## src/rtl/cq_pkg.sv

```systemverilog
package cq_pkg;

  typedef enum logic [1:0] {
    HEAD_WAIT   = 2'd0,
    HEAD_RETIRE = 2'd1,
    HEAD_FAULT  = 2'd2
  } head_act_e;

endpackage

```

## src/rtl/cq_ptrs.sv

```systemverilog
module cq_ptrs #(
  parameter int DEPTH = 8,
  parameter int TAG_W = $clog2(DEPTH),
  parameter int CNT_W = $clog2(DEPTH + 1)
) (
  input  logic             clk,
  input  logic             rst_n,
  input  logic             push,
  input  logic             pop,
  input  logic             flush,
  output logic [TAG_W-1:0] head,
  output logic [TAG_W-1:0] tail,
  output logic             full
);

  localparam logic [TAG_W-1:0] LAST_IDX = TAG_W'(DEPTH - 1);
  localparam logic [CNT_W-1:0] CNT_MAX  = CNT_W'(DEPTH);

  logic [TAG_W-1:0] head_q, head_d, tail_q, tail_d;
  logic [CNT_W-1:0] cnt_q, cnt_d;

  always_comb begin
    head_d = head_q;
    tail_d = tail_q;
    cnt_d  = cnt_q;
    if (flush) begin
      head_d = '0;
      tail_d = '0;
      cnt_d  = '0;
    end else begin
      if (pop) begin
        head_d = (head_q == LAST_IDX) ? '0 : head_q + 1'b1;
      end
      if (push) begin
        tail_d = (tail_q == LAST_IDX) ? '0 : tail_q + 1'b1;
      end
      if (push && !pop) begin
        cnt_d = cnt_q + 1'b1;
      end else if (pop && !push) begin
        cnt_d = cnt_q - 1'b1;
      end
    end
  end

  always_ff @(posedge clk or negedge rst_n) begin
    if (!rst_n) begin
      head_q <= '0;
      tail_q <= '0;
      cnt_q  <= '0;
    end else begin
      head_q <= head_d;
      tail_q <= tail_d;
      cnt_q  <= cnt_d;
    end
  end

  assign head = head_q;
  assign tail = tail_q;
  assign full = (cnt_q == CNT_MAX);

endmodule

```

## src/rtl/cq_lookup.sv

```systemverilog
module cq_lookup #(
  parameter int DEPTH  = 8,
  parameter int TAG_W  = $clog2(DEPTH),
  parameter int AREG_W = 5,
  parameter int DATA_W = 32
) (
  input  logic [DEPTH-1:0]             vld,
  input  logic [DEPTH-1:0]             done,
  input  logic [DEPTH-1:0][AREG_W-1:0] dst,
  input  logic [DEPTH-1:0][DATA_W-1:0] res,
  input  logic [TAG_W-1:0]             head,
  input  logic [AREG_W-1:0]            rd_reg,
  output logic                         hit,
  output logic                         ready,
  output logic [TAG_W-1:0]             tag,
  output logic [DATA_W-1:0]            data
);

  localparam logic [TAG_W:0] DEPTH_X = (TAG_W + 1)'(DEPTH);

  // Walk from oldest to youngest; a later match overrides an earlier one.
  always_comb begin
    hit   = 1'b0;
    ready = 1'b0;
    tag   = '0;
    data  = '0;
    for (int i = 0; i < DEPTH; i++) begin
      logic [TAG_W:0]   sum;
      logic [TAG_W-1:0] idx;
      sum = {1'b0, head} + (TAG_W + 1)'(i);
      if (sum >= DEPTH_X) begin
        sum = sum - DEPTH_X;
      end
      idx = sum[TAG_W-1:0];
      if (vld[idx] && (dst[idx] == rd_reg)) begin
        hit   = 1'b1;
        ready = done[idx];
        tag   = idx;
        data  = res[idx];
      end
    end
  end

endmodule

```

## src/rtl/cq_archrf.sv

```systemverilog
module cq_archrf #(
  parameter int AREG_W = 5,
  parameter int DATA_W = 32,
  parameter int NREGS  = 2 ** AREG_W
) (
  input  logic              clk,
  input  logic              rst_n,
  input  logic              we,
  input  logic [AREG_W-1:0] waddr,
  input  logic [DATA_W-1:0] wdata,
  input  logic [AREG_W-1:0] raddr,
  output logic [DATA_W-1:0] rdata
);

  logic [NREGS-1:0][DATA_W-1:0] regs_q;

  for (genvar g = 0; g < NREGS; g++) begin : g_reg
    logic en;
    assign en = we && (waddr == AREG_W'(g));
    always_ff @(posedge clk or negedge rst_n) begin
      if (!rst_n) begin
        regs_q[g] <= '0;
      end else if (en) begin
        regs_q[g] <= wdata;
      end
    end
  end

  assign rdata = regs_q[raddr];

endmodule

```

## src/rtl/cq_top.sv

```systemverilog
module cq_top
  import cq_pkg::*;
#(
  parameter int DEPTH  = 8,
  parameter int AREG_W = 5,
  parameter int DATA_W = 32,
  localparam int TAG_W = $clog2(DEPTH)
) (
  input  logic              clk,
  input  logic              rst_n,
  input  logic              alloc_req,
  input  logic [AREG_W-1:0] alloc_dst,
  output logic              alloc_ok,
  output logic [TAG_W-1:0]  alloc_tag,
  output logic              full,
  input  logic              cmp_valid,
  input  logic [TAG_W-1:0]  cmp_tag,
  input  logic [DATA_W-1:0] cmp_data,
  input  logic              cmp_exc,
  output logic              ret_valid,
  output logic [AREG_W-1:0] ret_dst,
  output logic [DATA_W-1:0] ret_data,
  output logic              exc_out,
  output logic [TAG_W-1:0]  exc_tag,
  input  logic [AREG_W-1:0] rd_reg,
  output logic              rd_hit,
  output logic              rd_ready,
  output logic [TAG_W-1:0]  rd_tag,
  output logic [DATA_W-1:0] rd_data
);

  logic [TAG_W-1:0] head, tail;
  logic             push, pop, flush;

  logic [DEPTH-1:0] vld_q, vld_d, done_q, done_d, exc_q, exc_d;
  logic [DEPTH-1:0][AREG_W-1:0] dst_q;
  logic [DEPTH-1:0][DATA_W-1:0] res_q;

  logic      cmp_hit;
  head_act_e head_act;

  logic              fwd_hit, fwd_ready;
  logic [TAG_W-1:0]  fwd_tag;
  logic [DATA_W-1:0] fwd_data, rf_rdata;

  // Head decision
  always_comb begin
    if (!(vld_q[head] && done_q[head])) begin
      head_act = HEAD_WAIT;
    end else if (exc_q[head]) begin
      head_act = HEAD_FAULT;
    end else begin
      head_act = HEAD_RETIRE;
    end
  end

  assign pop      = (head_act == HEAD_RETIRE);
  assign flush    = (head_act == HEAD_FAULT);
  assign push     = alloc_req && !full && !flush;
  assign cmp_hit  = cmp_valid && vld_q[cmp_tag];

  cq_ptrs #(.DEPTH(DEPTH), .TAG_W(TAG_W)) u_ptrs (
    .clk   (clk),
    .rst_n (rst_n),
    .push  (push),
    .pop   (pop),
    .flush (flush),
    .head  (head),
    .tail  (tail),
    .full  (full)
  );

  // Entry status next state
  always_comb begin
    vld_d  = vld_q;
    done_d = done_q;
    exc_d  = exc_q;
    if (flush) begin
      vld_d  = '0;
      done_d = '0;
      exc_d  = '0;
    end else begin
      if (pop) begin
        vld_d[head]  = 1'b0;
        done_d[head] = 1'b0;
      end
      if (cmp_hit) begin
        done_d[cmp_tag] = 1'b1;
        exc_d[cmp_tag]  = cmp_exc;
      end
      if (push) begin
        vld_d[tail]  = 1'b1;
        done_d[tail] = 1'b0;
        exc_d[tail]  = 1'b0;
      end
    end
  end

  always_ff @(posedge clk or negedge rst_n) begin
    if (!rst_n) begin
      vld_q  <= '0;
      done_q <= '0;
      exc_q  <= '0;
    end else begin
      vld_q  <= vld_d;
      done_q <= done_d;
      exc_q  <= exc_d;
    end
  end

  // Payload storage: no reset, explicit per-entry enables
  for (genvar g = 0; g < DEPTH; g++) begin : g_ent
    logic dst_we, res_we;
    assign dst_we = push && (tail == TAG_W'(g));
    assign res_we = cmp_hit && (cmp_tag == TAG_W'(g));
    always_ff @(posedge clk) begin
      if (dst_we) begin
        dst_q[g] <= alloc_dst;
      end
      if (res_we) begin
        res_q[g] <= cmp_data;
      end
    end
  end

  cq_archrf #(.AREG_W(AREG_W), .DATA_W(DATA_W)) u_rf (
    .clk   (clk),
    .rst_n (rst_n),
    .we    (pop),
    .waddr (dst_q[head]),
    .wdata (res_q[head]),
    .raddr (rd_reg),
    .rdata (rf_rdata)
  );

  cq_lookup #(
    .DEPTH(DEPTH), .TAG_W(TAG_W), .AREG_W(AREG_W), .DATA_W(DATA_W)
  ) u_lookup (
    .vld    (vld_q),
    .done   (done_q),
    .dst    (dst_q),
    .res    (res_q),
    .head   (head),
    .rd_reg (rd_reg),
    .hit    (fwd_hit),
    .ready  (fwd_ready),
    .tag    (fwd_tag),
    .data   (fwd_data)
  );

  assign alloc_ok  = push;
  assign alloc_tag = tail;
  assign ret_valid = pop;
  assign ret_dst   = dst_q[head];
  assign ret_data  = res_q[head];
  assign exc_out   = flush;
  assign exc_tag   = head;
  assign rd_hit    = fwd_hit;
  assign rd_ready  = fwd_hit ? fwd_ready : 1'b1;
  assign rd_tag    = fwd_tag;
  assign rd_data   = fwd_hit ? fwd_data : rf_rdata;

endmodule

```

## config.mk

```make
export PLATFORM = sky130hd
export DESIGN_NAME = cq_top
export DESIGN_NICKNAME = d
export VERILOG_FILES = /design/src/rtl/cq_pkg.sv /design/src/rtl/cq_ptrs.sv /design/src/rtl/cq_lookup.sv /design/src/rtl/cq_archrf.sv /design/src/rtl/cq_top.sv
export SDC_FILE = /design/constraint.sdc
export NUM_CORES = 2
export LEC_CHECK = 0
export CELL_PAD_IN_SITES_DETAIL_PLACEMENT = 0
export CELL_PAD_IN_SITES_GLOBAL_PLACEMENT = 1
export CORE_UTILIZATION = 25
export CTS_BUF_LIST = sky130_fd_sc_hd__clkbuf_8
export CTS_CLUSTER_DIAMETER = 40
export DETAILED_ROUTE_END_ITERATION = 12
export GPL_TIMING_DRIVEN = 0
export PLACE_DENSITY = 0.56
export SETUP_SLACK_MARGIN = 0.2
export SYNTH_ARGS = -nofsm -noshare
export SYNTH_HDL_FRONTEND = slang
export SYNTH_SLANG_ARGS = --single-unit
```

## constraint.sdc

```tcl
create_clock -name clk -period 6.3 [get_ports clk]
set_input_delay 1.26 -clock clk [delete_from_list [all_inputs] [get_ports clk]]
set_output_delay 1.26 -clock clk [all_outputs]
set_load 0.005 [all_outputs]
```

Word-level counts from Yosys, hierarchy flattened
Index checks and enable logic that the tools add are counted.

word-level totals
  register bits after elaboration = 1354

cells by class
  $add $sub $neg = 19
  magnitude comparators = 23
  eq/ne operators = 57
  multiplexer cells = 152
  bitwise gates (word level) = 8
  reduce and logical (&&, ||, !) cells = 75

operator list
  operator                                                  number
  binary-select mux 32 bit (select 3 bit)                   9
  2-to-1 mux 32 bit                                         19
  binary-select mux 32 bit (select 5 bit)                   1
  binary-select mux 5 bit (select 3 bit)                    9
  2-to-1 mux 8 bit                                          14
  == test 5 bit, second input constant                      16
  2-to-1 mux 3 bit                                          22
  logical AND 1 bit                                         65
  binary-select mux 1 bit (select 3 bit)                    20
  2-to-1 mux 5 bit                                          9
  < comparator 3 x 4 -> 1 bit, second input constant        11
  == test 5 x 4 -> 1 bit, second input constant             8
  == test 5 bit                                             8
  2-to-1 mux 1 bit                                          40
  AND 8 bit                                                 4
  greater-or-equal comparator 4 bit, second input constant  7
  == test 3 bit, second input constant                      9
  subtractor 3 x 1 -> 3 bit, second input constant          8
  == test 5 x 3 -> 1 bit, second input constant             4
  adder 3 x 3 -> 4 bit, second input constant               4
  inverter 8 bit                                            2
  bitwise OR 8 bit                                          2
  == test 3 x 2 -> 1 bit, second input constant             4
  2-to-1 mux 4 bit                                          3
  22 further kinds                                          36

Depth between registers and ports, before layout
  word-level depth = 15
  mapped depth = 20
  gate-level depth less buffers = 11

Cells and area by module
From an unflattened synthesis, not the netlist that was laid out.

unflattened totals
  cell total of the unflattened synthesis = 6083
  area, all modules = 75107.0 um2

modules (own cells, without submodules)
  module     instances  cells each  area each (um2)
  cq_archrf  1          3453        46920.0
  cq_lookup  1          1773        14525.2
  cq_top     1          801         13067.5
  cq_ptrs    1          56          594.3

Worst setup path after synthesis
Ideal clock, no wire load.

  kind = flip-flop to output port
  start = reg u_ptrs.head_q[2], in the netlist u_ptrs.head[2]
  end = out rd_data[29]
  arrival = 4.983 ns
  required time = 5.040 ns
  setup slack = 0.057 ns
  cell stages (with the launch flop) = 20
  buffers on the path = 9
  cell sequence = dfrtp_1 -> buf_2 -> inv_2 -> buf_1 -> buf_1 -> clkbuf_1 -> clkbuf_1 -> ha_1 -> buf_2 -> buf_2 -> mux4_2 -> mux2i_1 -> xor2_1 -> nand3_1 -> or2_2 -> buf_2 -> clkbuf_1 -> o221ai_1 -> a211oi_1 -> o31a_1

between the ends
  longest elaborated chain between the ends = 15

ends and longest elaborated chain
  element                                                                            RTL line                          source
  from (decl)                                                                        cq_ptrs.sv:19                     logic [TAG_W-1:0] head_q, head_d, tail_q, tail_d;
  from (signal assigned)                                                             cq_ptrs.sv:47                     head_q <= '0;
  from (signal assigned)                                                             cq_ptrs.sv:51                     head_q <= head_d;
  adder 3 x 1 -> 4 bit, or another cell as far along                                 cq_lookup.sv:30                   sum = {1'b0, head} + (TAG_W + 1)'(i);
  greater-or-equal comparator 4 bit, or another cell as far along                    cq_lookup.sv:31                   if (sum >= DEPTH_X) begin
  2-to-1 mux 3 bit / binary-select mux 5 bit (select 3 bit) (equally long branches)  cq_lookup.sv:31, cq_lookup.sv:35
  binary-select mux 5 bit (select 3 bit) / 2-to-1 mux 5 bit (equally long branches)  cq_lookup.sv:35                   if (vld[idx] && (dst[idx] == rd_reg)) begin
  2-to-1 mux 5 bit (implied by the code) / == test 5 bit (equally long branches)     cq_lookup.sv:35
  == test 5 bit / logical AND 1 bit (equally long branches)                          cq_lookup.sv:35
  logical AND 1 bit, or another cell as far along                                    cq_lookup.sv:35
  2-to-1 mux 32 bit / 2-to-1 mux 1 bit (equally long branches) (7 in series)         cq_lookup.sv:35
  2-to-1 mux 32 bit *                                                                cq_top.sv:161                     assign rd_data = fwd_hit ? fwd_data : rf_rdata;
  to (decl)                                                                          cq_top.sv:29                      output logic [DATA_W-1:0] rd_data

Every way passes the cells marked *; elsewhere a longest branch is shown, timed or not. The select of a mux whose other input is x is not followed.

Final worst setup path
  start = in rd_reg[0]
  end = out rd_data[0]

between the ends
  longest elaborated chain between the ends = 11

ends and longest elaborated chain
  element                                                                     RTL line         source
  from (decl)                                                                 cq_top.sv:25     input logic [AREG_W-1:0] rd_reg,
  == test 5 bit                                                               cq_lookup.sv:35
  logical AND 1 bit                                                           cq_lookup.sv:35
  2-to-1 mux 32 bit / 2-to-1 mux 1 bit (equally long branches) (8 in series)  cq_lookup.sv:35
  2-to-1 mux 32 bit *                                                         cq_top.sv:161

Marks and branches as above.

==> reports/summary.txt <==
result of the run: finished, violations left
violated checks: negative setup slack
total core area: 277,000 µm²
sequential fraction of the synthesis area: 50.7%
post-synthesis instance total: 6,130
Reg clk slew, reported paths: 60 ps
vias in the first global route: 56,000
DRC violations left: 0
CTS Buf Count: 298
detail-routed via count per cell: 5.30
metal1 wirelength: 122,000 µm
number of nets at the end of the flow: 6,714
cell area after synthesis: 69,700 µm²
placed instance area: 76,200 µm²
overall power consumption: 46.4 mW
overall global routing resource usage: 20.8%
post-synthesis sequential element count: 1,354
unrepaired setup endpoints after global routing: true
die width: 530 µm
detailed-route via count: 56,100
buffer cell driving the clock tree root: clkbuf_8
post-cts hold buffer count: 0
number of sinks handled by clock tree synthesis: 1,354
f_max: 150 MHz
cell area power density: 543 nW/µm²
area enclosed by the die boundary: 281,000 µm²
final total negative setup slack: -9390 ps
antenna violations before repair: 18
Tightest Hold Check Type: input port to async pin
slew at the pin with the worst max-slew slack: 1420 ps
worst skew pair latency: 1080 ps
area of all placed cells without fillers: 85,400 µm²
Final Hold Violating Endpoints: 0
TritonCTS clock tree: yes
largest net degree at the start of global routing: 176
worst voltage drop across the vdd grid: 0.276 mV
global-route wire length before repair: 419,000 µm
post-detail-place hpwl: 218,000 µm
category of the most critical setup path: input port to primary output
final routed wirelength across all metal layers: 295,000 µm
crit-path max FO: 10
initial standard-cell utilization of the core: 25.2%
worst path setup slack after routing: -364 ps
router iterations before antenna repair: 6
Layout area overhead: 22.5%
deepest level of the CTS H-tree: 5
CP endpoint kind: primary output
share of flip-flops with an asynchronous set or reset after synthesis: 78.1%
Data required, critical path: 5040 ps
mean area per synthesized cell: 11.4 µm²
skew final: 136 ps
height of the die: 530 µm
dpl ws: -3610 ps
max-cap viol count: 0
final setup violating endpoints: 36
initial drt markers: 6,140
length of routed met2 wiring: 138,000 µm
syn_nets: 6,196
DR top layer: met5
Max Root-Sink Buffers: 4
number of slew-limit violations in the final report: 0
count of input and output buffers: 129
total gr overflow: 0
number of warnings printed during yosys synthesis: 0
antenna-violating nets left: 0
headroom to the max-slew limit: 5.58%
FP Rows: 193
element type at the critical path start: input port
placer congestion estimate: 0.936
I/O Pins: 134
share of final-layout standard cells stronger than drive strength 1: 24.9%
fin crit period: 6660 ps
P_leak: 34.3 nW
number of distinct library cells after synthesis: 65
final routed wire length divided by cell count: 27.9 µm
WHS: 242 ps
arrival time at the worst endpoint: 5400 ps
ratio of final minimum period to clock period: 106%
met3 wire len: 23,700 µm
number of enable flip-flop cells after synthesis: 296
flip-flop cell with the highest count after synthesis: dfrtp_1
## state kept, by name, indices dropped and copies added, names as in the netlist
register	count
u_ptrs.head	3
exc_q	8
res_q	256
vld_q	8
u_ptrs.tail	3
u_rf.regs_q	1024
dst_q	40
done_q	8
u_ptrs.cnt_q	4
## worst max-delay path: stages
cell	delay, ps
clkbuf_2	530
clkbuf_2	580
buf_1	720
mux4_2	660
mux4_2	490
mux2i_1	630
nand2_1	130
o31a_1	210
buf_2	160
## final cells by class
type / instances / area, µm²
fillers: 28300 / 192000
flip-flops and latches: 1354 / 35400
multi-input cells: 4136 / 33200
clock buffers: 346 / 4760
well taps: 3705 / 4640
plain buffers: 566 / 3330
repair buffers: 228 / 2500
clock inverters: 160 / 1360
inverters: 64 / 280
diodes: 14 / 35.0
## synthesized netlist by cell type, types with 3 or more instances
master	number	share of area (%)
xor2_1	12	0.15
and4_1	3	0.038
mux2_2	20	0.32
o221ai_1	44	0.55
a21boi_0	3	0.032
dfrtp_1	1058	38
and2_1	11	0.099
nand4_1	6	0.054
or3_1	4	0.036
edfxtp_1	296	13
clkbuf_1	425	2.3
buf_6	8	0.13
a2111oi_0	24	0.30
nor4_4	5	0.15
mux4_2	634	20
a21o_1	13	0.14
a21oi_1	239	1.7
a211oi_1	48	0.52
o31a_1	34	0.43
clkinv_1	4	0.022
nand3_1	38	0.27
nand2b_1	8	0.072
nor3_1	54	0.39
mux2i_1	159	2.3
o31ai_1	3	0.032
o21ai_0	973	7.0
ha_1	15	0.27
o22ai_1	10	0.090
buf_2	77	0.55
or2_2	4	0.036
a31oi_1	36	0.32
buf_1	59	0.32
nor2_1	368	2.0
inv_2	8	0.043
nor2b_1	4	0.036
buf_4	7	0.075
and3_1	4	0.036
a221oi_1	4	0.050
nand2_1	1306	7.0
inv_1	52	0.28
xnor2_1	21	0.26
nor4b_1	3	0.038
## final timing paths
kind	from	end	slack, ps	depth (start not counted)
min	rst_n	u_rf.regs_q[762]	240	1
max reg2reg	u_ptrs.head[1]	u_rf.regs_q[913]	1150	11
max in group asynchronous	rst_n	u_rf.regs_q[944]	3840	3
max	rd_reg[0]	rd_data[0]	-360	9
min reg2reg	u_rf.regs_q[357]	u_rf.regs_q[357]	470	2
min in group clk	u_rf.regs_q[357]	u_rf.regs_q[357]	470	2
## placed cells by master (no fill, tap or decap), types with 23 or more instances in the layout
cell type	n
dfrtp_1	1055
nor2_1	367
clkinv_2	32
edfxtp_1	296
a211oi_1	29
mux2i_2	36
clkdlybuf4s50_1	91
mux4_2	634
clkbuf_2	53
mux2i_1	103
a21oi_1	229
bufinv_16	23
nor3_1	52
buf_6	33
nand2_1	1283
inv_1	108
a31oi_1	35
clkbuf_4	42
nand3_1	35
clkbuf_1	301
o21ai_0	940
buf_4	75
buf_12	35
buf_2	92
clkbuf_8	352
o31a_1	34
## kinds of logic (layout without fill, tap and decap cells)
| kind of cell | count (synthesis) | count (layout) | share of synthesized area, % |
|---|---|---|---|
| simple gates | 1827 | 1827 | 10.4 |
| compound gates | 1445 | 1445 | 11.3 |
| flops | 1354 | 1354 | 50.7 |
| mux | 815 | 815 | 23.1 |
| buf+inv | 640 | 1364 | 3.71 |
| xor+xnor | 33 | 33 | 0.415 |
| fa+ha+maj | 16 | 16 | 0.298 |
| other cells | 0 | 14 | 0 |
## metrics by stage
| step | util (%) | std cells |
|---|---|---|
| 6_report | 30.8 | 10600 |
| 5_1_grt | 30.8 | 10600 |
| 4_1_cts | 30.7 | 10600 |
| 3_5_place_dp | 27.5 | 9991 |
| 3_3_place_gp | 27.3 | 9964 |
| 2_1_floorplan | - | 6130 |
## routing by layer
metal | global-route usage (%) | vias up
li1 | - | 23500
met1 | 27.2 | 29100
met2 | 33.3 | 2796
met3 | 4.45 | 656
met4 | 8.51 | 12
met5 | 0 | -
## timing repair
| action | 4_1_cts | 5_1_grt |
|---|---|---|
| gates resized for setup | 799 | 95 |
| setup endpoints to repair | 72 | 48 |
| buffers inserted | 58 | 6 |
| pin swaps | 109 | 26 |
| cloned | 7 | 0 |
## power by group
group          total, mW  switching, mW  internal, mW
registers           12.8           1.43          11.4
clock network       10.2           4.23          5.94
logic               23.4           14.4          9.01
Power figures use the tool's default switching activity.
